## config.mk

```make
export PLATFORM = sky130hd
export DESIGN_NAME = romwin_decoder
export DESIGN_NICKNAME = d
export VERILOG_FILES = /design/src/rtl/romwin_pkg.sv /design/src/rtl/romwin_cfg_reg.sv /design/src/rtl/romwin_decode.sv /design/src/rtl/romwin_fetch.sv /design/src/rtl/romwin_decoder.sv
export SDC_FILE = /design/constraint.sdc
export NUM_CORES = 1
export LEC_CHECK = 0
export ABC_AREA = 1
export ABC_CLOCK_PERIOD_IN_PS = 2800
export BUFFER_PORTS_ARGS = -buffer_cell sky130_fd_sc_hd__buf_2
export CORE_MARGIN = 5
export CORE_UTILIZATION = 30
export DETAILED_ROUTE_END_ITERATION = 6
export GPL_TIMING_DRIVEN = 0
export MAX_ROUTING_LAYER = met4
export RECOVER_POWER = 25
export SYNTH_ARGS = -nofsm -noshare
export SYNTH_HDL_FRONTEND = slang
export SYNTH_SLANG_ARGS = --single-unit
```

## constraint.sdc

```tcl
create_clock -name clk -period 2.8 [get_ports clk]
set_input_delay 0.7 -clock clk [delete_from_list [all_inputs] [get_ports clk]]
set_output_delay 0.7 -clock clk [all_outputs]
set_load 0.01 [all_outputs]
```

## src/rtl/romwin_pkg.sv

```systemverilog
package romwin_pkg;
  localparam int unsigned BUS_W  = 32;
  localparam int unsigned ROM_AW = 11;
  localparam int unsigned LANES  = BUS_W / 8;
  localparam int unsigned LANE_W = $clog2(LANES);

  // lowest enabled lane, ascending fetch order
  function automatic logic [LANE_W-1:0] first_lane(input logic [LANES-1:0] m);
    logic [LANE_W-1:0] r;
    r = '0;
    for (int i = LANES - 1; i >= 0; i--) begin
      if (m[i]) r = LANE_W'(i);
    end
    return r;
  endfunction

  // upper-address compare under the writable mask
  function automatic logic window_match(input logic [BUS_W-1:0] addr,
                                        input logic [BUS_W-1:ROM_AW] base,
                                        input logic [BUS_W-1:ROM_AW] wmask);
    return ((addr[BUS_W-1:ROM_AW] ^ base) & wmask) == '0;
  endfunction

  // little-endian byte placement
  function automatic logic [BUS_W-1:0] place_byte(input logic [BUS_W-1:0] word,
                                                  input logic [LANE_W-1:0] lane,
                                                  input logic [7:0] b);
    logic [BUS_W-1:0] r;
    r = word;
    r[lane*8 +: 8] = b;
    return r;
  endfunction

  function automatic logic [LANES-1:0] drop_lane(input logic [LANES-1:0] m,
                                                 input logic [LANE_W-1:0] lane);
    logic [LANES-1:0] r;
    r = m;
    r[lane] = 1'b0;
    return r;
  endfunction
endpackage

```

## src/rtl/romwin_cfg_reg.sv

```systemverilog
module romwin_cfg_reg
  import romwin_pkg::*;
(
  input  logic                    clk,
  input  logic                    rst_n,
  input  logic                    boot_load,
  input  logic [BUS_W-1:0]        boot_mask,
  input  logic                    wr_en,
  input  logic [BUS_W-1:0]        wdata,
  output logic [BUS_W-1:ROM_AW]   base_q,
  output logic                    en_q,
  output logic [BUS_W-1:ROM_AW]   wmask_q,
  output logic                    en_perm_q,
  output logic [BUS_W-1:0]        reg_word
);
  always_ff @(posedge clk or negedge rst_n) begin
    if (!rst_n) begin
      base_q    <= '0;
      en_q      <= 1'b0;
      wmask_q   <= '0;
      en_perm_q <= 1'b0;
    end else if (boot_load) begin
      wmask_q   <= boot_mask[BUS_W-1:ROM_AW];
      en_perm_q <= boot_mask[0];
      base_q    <= base_q & boot_mask[BUS_W-1:ROM_AW];
    end else if (wr_en) begin
      base_q <= wdata[BUS_W-1:ROM_AW] & wmask_q;
      if (en_perm_q) en_q <= wdata[0];
    end
  end

  assign reg_word = {base_q, {(ROM_AW-1){1'b0}}, en_q};
endmodule

```

## src/rtl/romwin_decode.sv

```systemverilog
module romwin_decode
  import romwin_pkg::*;
(
  input  logic [BUS_W-1:0]        addr,
  input  logic [BUS_W-1:ROM_AW]   base,
  input  logic [BUS_W-1:ROM_AW]   wmask,
  input  logic                    en,
  input  logic                    mem_space_en,
  output logic                    hit
);
  logic sized;
  assign sized = |wmask;
  assign hit   = en && mem_space_en && sized && window_match(addr, base, wmask);
endmodule

```

## src/rtl/romwin_fetch.sv

```systemverilog
module romwin_fetch
  import romwin_pkg::*;
(
  input  logic                    clk,
  input  logic                    rst_n,
  input  logic                    start_rd,
  input  logic                    start_wr,
  input  logic [ROM_AW-1:LANE_W]  start_word,
  input  logic [LANES-1:0]        start_be,
  input  logic                    rom_ack,
  input  logic [7:0]              rom_data,
  output logic                    rom_req,
  output logic [ROM_AW-1:0]       rom_addr,
  output logic                    busy,
  output logic                    done,
  output logic [BUS_W-1:0]        rdata
);
  logic [LANES-1:0]         left_q;
  logic [ROM_AW-1:LANE_W]   word_q;
  logic [BUS_W-1:0]         data_q;
  logic                     busy_q, done_q;
  logic [LANE_W-1:0]        lane;
  logic                     last_ack;

  assign lane     = first_lane(left_q);
  assign last_ack = busy_q && rom_ack && (drop_lane(left_q, lane) == '0);

  always_ff @(posedge clk or negedge rst_n) begin
    if (!rst_n) begin
      left_q <= '0;
      word_q <= '0;
      data_q <= '0;
      busy_q <= 1'b0;
      done_q <= 1'b0;
    end else begin
      done_q <= 1'b0;
      if (start_wr || (start_rd && start_be == '0)) begin
        data_q <= '0;
        done_q <= 1'b1;
      end else if (start_rd) begin
        data_q <= '0;
        left_q <= start_be;
        word_q <= start_word;
        busy_q <= 1'b1;
      end else if (busy_q && rom_ack) begin
        data_q <= place_byte(data_q, lane, rom_data);
        left_q <= drop_lane(left_q, lane);
        if (last_ack) begin
          busy_q <= 1'b0;
          done_q <= 1'b1;
        end
      end
    end
  end

  assign rom_req  = busy_q;
  assign rom_addr = {word_q, lane};
  assign busy     = busy_q;
  assign done     = done_q;
  assign rdata    = data_q;
endmodule

```

## src/rtl/romwin_decoder.sv

```systemverilog
module romwin_decoder
  import romwin_pkg::*;
#(
  parameter logic [7:0] CFG_OFFSET = 8'h30
) (
  input  logic               clk,
  input  logic               rst_n,
  input  logic               boot_load,
  input  logic [BUS_W-1:0]   boot_mask,
  input  logic               cfg_wr,
  input  logic               cfg_rd,
  input  logic [7:0]         cfg_addr,
  input  logic [BUS_W-1:0]   cfg_wdata,
  output logic [BUS_W-1:0]   cfg_rdata,
  input  logic               mem_space_en,
  input  logic               bus_req,
  input  logic               bus_write,
  input  logic [BUS_W-1:0]   bus_addr,
  input  logic [LANES-1:0]   bus_be,
  output logic               bus_hit,
  output logic               bus_wait,
  output logic               bus_done,
  output logic [BUS_W-1:0]   bus_rdata,
  output logic               rom_req,
  output logic [ROM_AW-1:0]  rom_addr,
  input  logic               rom_ack,
  input  logic [7:0]         rom_data
);
  logic                    cfg_sel;
  logic [BUS_W-1:ROM_AW]   base_q, wmask_q;
  logic                    en_q, en_perm_q;
  logic [BUS_W-1:0]        reg_word;
  logic                    busy, done;
  logic                    accept, accept_rd, accept_wr;

  assign cfg_sel = cfg_addr[7:2] == CFG_OFFSET[7:2];

  romwin_cfg_reg u_reg (
    .clk(clk), .rst_n(rst_n), .boot_load(boot_load), .boot_mask(boot_mask),
    .wr_en(cfg_wr && cfg_sel), .wdata(cfg_wdata),
    .base_q(base_q), .en_q(en_q), .wmask_q(wmask_q), .en_perm_q(en_perm_q),
    .reg_word(reg_word)
  );

  romwin_decode u_dec (
    .addr(bus_addr), .base(base_q), .wmask(wmask_q), .en(en_q),
    .mem_space_en(mem_space_en), .hit(bus_hit)
  );

  assign accept    = bus_req && bus_hit && !busy && !done;
  assign accept_rd = accept && !bus_write;
  assign accept_wr = accept && bus_write;

  romwin_fetch u_fetch (
    .clk(clk), .rst_n(rst_n), .start_rd(accept_rd), .start_wr(accept_wr),
    .start_word(bus_addr[ROM_AW-1:LANE_W]), .start_be(bus_be),
    .rom_ack(rom_ack), .rom_data(rom_data), .rom_req(rom_req), .rom_addr(rom_addr),
    .busy(busy), .done(done), .rdata(bus_rdata)
  );

  assign cfg_rdata = (cfg_rd && cfg_sel) ? reg_word : '0;
  assign bus_wait  = busy;
  assign bus_done  = done;
endmodule

```

==> results_tabular.tex <==
\begin{tabular}{lr}
\hline
Metric & Value \\
\hline
\multicolumn{2}{l}{\textbf{Outcome}} \\
\quad Outcome & complete, but fails checks \\
\quad Violated checks & capacitance limit, slew limit \\
\multicolumn{2}{l}{\textbf{Floorplan}} \\
\quad Placeable core region & 0.01664 sq mm \\
\quad Starting density of the core & 0.3064 \\
\quad Die Y-Extent & 140.4 um \\
\quad Die area & roughly 0.020 sq mm \\
\quad \# rows & 47 \\
\quad Chip width & roughly 140 um \\
\quad Boundary pin count & 204 \\
\multicolumn{2}{l}{\textbf{Drt}} \\
\quad Remaining routing DRC violations & 0 \\
\quad Via count normalized by instance count & about 4.6 \\
\quad Length of the first detailed-routing pass in iterations & 5 \\
\quad Average wire per standard cell & roughly 15 um \\
\quad Number of DRC markers after the initial detailed-route iteration & between 200 and 300 \\
\quad Routed wire length & roughly 17000 um \\
\quad Vias after detailed routing & 5293 \\
\quad Post-detailed-route count of antenna-violating nets & 0 \\
\multicolumn{2}{l}{\textbf{Power}} \\
\quad Clock power share & 0.390 \\
\quad Power Dens Cells & around 530 mW/mm\^{}2 \\
\quad VDD IR max & slightly below 300 uV \\
\quad Internal power consumption & roughly 2.5 mW \\
\quad Switching Power & 1.022 mW \\
\quad Proportion of total power due to net switching & 0.2892 \\
\quad Sequential group share of total power & 0.431 \\
\quad Combinational group share of total power & 0.179 \\
\quad PnR Total Power & 3.533 mW \\
\quad Leakage & $\sim$3.6 nW \\
\multicolumn{2}{l}{\textbf{STA}} \\
\quad Final Hold Viols & 0 \\
\quad Endpoints failing setup & 0 \\
\quad Max Clock Freq & around 370 MHz \\
\quad Number of pins exceeding their max-slew limit in the final report & 32 \\
\quad Clock period minus worst slack & 2667 ps \\
\quad Final worst clock skew & 10.90 ps \\
\quad Slew Limit Headroom & -0.3202 \\
\quad Fraction of the cycle the final worst path needs & 0.9525 \\
\quad Slew @ Worst Pin & 1980 ps \\
\quad RSZ-0062 raised after global routing & false \\
\quad Hold Worst Slack & 476.7 ps \\
\multicolumn{2}{l}{\textbf{Yosys}} \\
\quad Async S/R FF share, synth & 1.000 \\
\quad Syn\_area\_per\_cell & 6.956 sq um \\
\quad Post-synthesis instance total & between 700 and 800 \\
\quad Number of synthesized flops with an enable pin & 0 \\
\quad Post-synth top cells & nand2\_1, nor2\_1, dfrtp\_1 \\
\quad Cell accounting for the most synthesized area & dfrtp\_1 \\
\quad Number of synthesized register bits & 91 \\
\quad Register area share after synthesis & 0.4466 \\
\quad Primary FF master, synth & dfrtp\_1 \\
\quad Share of the synthesized area in the top cell type & 0.4466 \\
\quad Cell Area, Synth & between 0.005 and 0.006 sq mm \\
\quad Ranking of synthesized cells by area & dfrtp\_1, nand2\_1, nor2\_1 \\
\quad Distinct cells, synth & 29 \\
\quad Warnings from Yosys & 0 \\
\quad Count leader, synth & nand2\_1 \\
\multicolumn{2}{l}{\textbf{Worst setup path}} \\
\quad Startpoint of the lowest-slack register-to-register path & u\_fetch.left\_q[2] \\
\quad Worst setup EP type & primary output \\
\quad Start point of the critical path & cfg\_addr[7] \\
\quad Data arrival time of the worst path & 1970 ps \\
\quad Worst Path Required & 2100 ps \\
\quad Critical path peak fanout & 10 \\
\quad Worst setup path category & in2out \\
\quad Kind of start point of the critical path & input port \\
\quad Flop-to-flop setup slack & approximately 330 ps \\
\multicolumn{2}{l}{\textbf{Clocking}} \\
\quad H-tree Lvls & 3 \\
\quad Sinks on the clock net & 91 \\
\quad Clk root buf & clkbuf\_16 \\
\quad Clock tree from TritonCTS & done \\
\quad Post-CTS setup repair buffer count & 0 \\
\quad Clock network latency to the later pin of the worst-skew pair & 350 ps \\
\quad Maximum buffer depth of the clock tree & 2 \\
\quad CTS clock-pin slew for the worst setup and hold paths & 70 ps \\
\quad TritonCTS Buffers & 9 \\
\multicolumn{2}{l}{\textbf{Final layout}} \\
\quad Filler cell count & 1805 \\
\quad Layout cell share with drive strength beyond 1 & 0.2427 \\
\quad Number of standard cells in the layout, taps in and fillers out & 1149 \\
\quad Area taken by multi-input logic gates & approximately 0.0024 sq mm \\
\quad Final design instance area without fill & 0.006619 sq mm \\
\quad Area taken by flip-flops and latches & 0.002277 sq mm \\
\quad Final net count & 1055 \\
\quad Final Util & 0.3977 \\
\quad Area delta synth->final & 29.82\% \\
\multicolumn{2}{l}{\textbf{Place}} \\
\quad Detailed placement HPWL & 13190 um \\
\quad Post-placement cell area & 0.006279 sq mm \\
\quad Weighted congestion reported at the end of routability-driven placement & about 0.85 \\
\quad PortBufs & 168 \\
\quad Placed cells & 1131 \\
\multicolumn{2}{l}{\textbf{Global route}} \\
\quad Global-route wire length before repair & 26630 um \\
\quad Via count of the first global-routing pass & 5038 \\
\quad GR Util All Layers & 0.1737 \\
\quad Final global-route overflow total & 0 \\
\quad Number of antenna violations at the first check in global routing & 2 \\
\quad Pin count of the biggest net entering global routing & 61 \\
\multicolumn{2}{l}{\textbf{Hold path}} \\
\quad Hold path start & u\_fetch.word\_q[10] \\
\quad Hold/Removal Path Class & reg2reg \\
\multicolumn{2}{l}{\textbf{Job}} \\
\quad Number of max-cap violations & 1 \\
\hline
\end{tabular}
## power groups by stage
stage / Sequential [mW] / Clock (mW) / Combinational [mW]
2_1_floorplan: 1.58 / 0 / 0.299
3_3_place_gp: 1.55 / 0 / 0.624
3_5_place_dp: 1.55 / 0 / 0.639
4_1_cts: 1.52 / 1.41 / 0.640
5_1_grt: 1.54 / 1.46 / 0.712
6_report: 1.52 / 1.38 / 0.631
## path summary, 6_finish.rpt
check                           cells past startpoint                 end
worst max-delay path                                6       cfg_rdata[15]
worst min-delay path                                2  u_fetch.word_q[10]
worst max register to register                     13   u_fetch.rdata[16]
worst min register to register                      2  u_fetch.word_q[10]
max in group asynchronous                           1   u_reg.wmask_q[14]
min in group asynchronous                           1    u_reg.base_q[24]
## state kept, by name, summed over array words and instances, names as in the netlist
register         cells
u_reg.en_q           1
u_fetch.done         1
u_fetch.word_q       9
u_fetch.rdata       32
u_reg.wmask_q       21
u_fetch.left_q       4
u_fetch.busy         1
u_reg.en_perm_q      1
u_reg.base_q        21
## timing repair
item	in CTS	in global routing
hold buffers	0	0
setup endpoints to repair	0	14
gates resized for setup	0	3
## per-layer routing
layer  GRT usage  share of wire  routed length [um]
met1      0.2357           0.47                7937
met2      0.2671           0.47                7920
met3     0.02761          0.043                 730
met4     0.05507          0.013                 221
met5           -              0                   0
## area by class of cell
cell class,count,share of cell area
multi-input combinational,542,0.3635
buffer,31,0.02457
sequential,91,0.3440
timing repair buffer,169,0.1310
tap,220,0.04159
antenna,2,0.0007561
clock buffer,10,0.03611
inverter,78,0.04423
clock inverter,6,0.01418
## logic make-up after synthesis
group / after synthesis / synth area share
AO/OA/AOI/OAI: 78 / 0.07804
other: 1 / 0.0007355
AND/OR/NAND/NOR: 446 / 0.3659
buffers and inverters: 109 / 0.08908
adder cells (fa/ha/maj): 8 / 0.01963
flip-flops: 91 / 0.4466
## layout by cell type (no fill, tap or decap), types with 4 or more instances in the layout
| master | netlist | routed |
|---|---|---|
| clkbuf_16 | 0 | 9 |
| buf_2 | 3 | 170 |
| clkbuf_1 | 17 | 17 |
| inv_2 | 14 | 14 |
| nand4_1 | 10 | 10 |
| dfrtp_1 | 91 | 91 |
| ha_1 | 8 | 8 |
| conb_1 | 1 | 10 |
| nand2_1 | 246 | 246 |
| inv_1 | 63 | 63 |
| buf_4 | 11 | 11 |
| o21ai_1 | 8 | 8 |
| nand3_1 | 63 | 63 |
| o21ai_0 | 65 | 65 |
| nor3_1 | 16 | 15 |
| nand2_2 | 4 | 4 |
| nor2_1 | 97 | 97 |
## worst max-delay path, stage by stage
cell	delay, ps
buf_2	100
nor3_1	230
nand3_1	190
clkbuf_1	320
nor2_1	250
buf_2	170
## through the flow
step                worst slack [ps]  setup TNS (ps)
floorplan                      435.4               0
global placement              -9.075          -271.5
CTS                            79.37               0
detailed placement             97.32               0
finish                         133.0               0
global route                   7.468               0
Note: power is estimated with default switching activity, not from simulation.
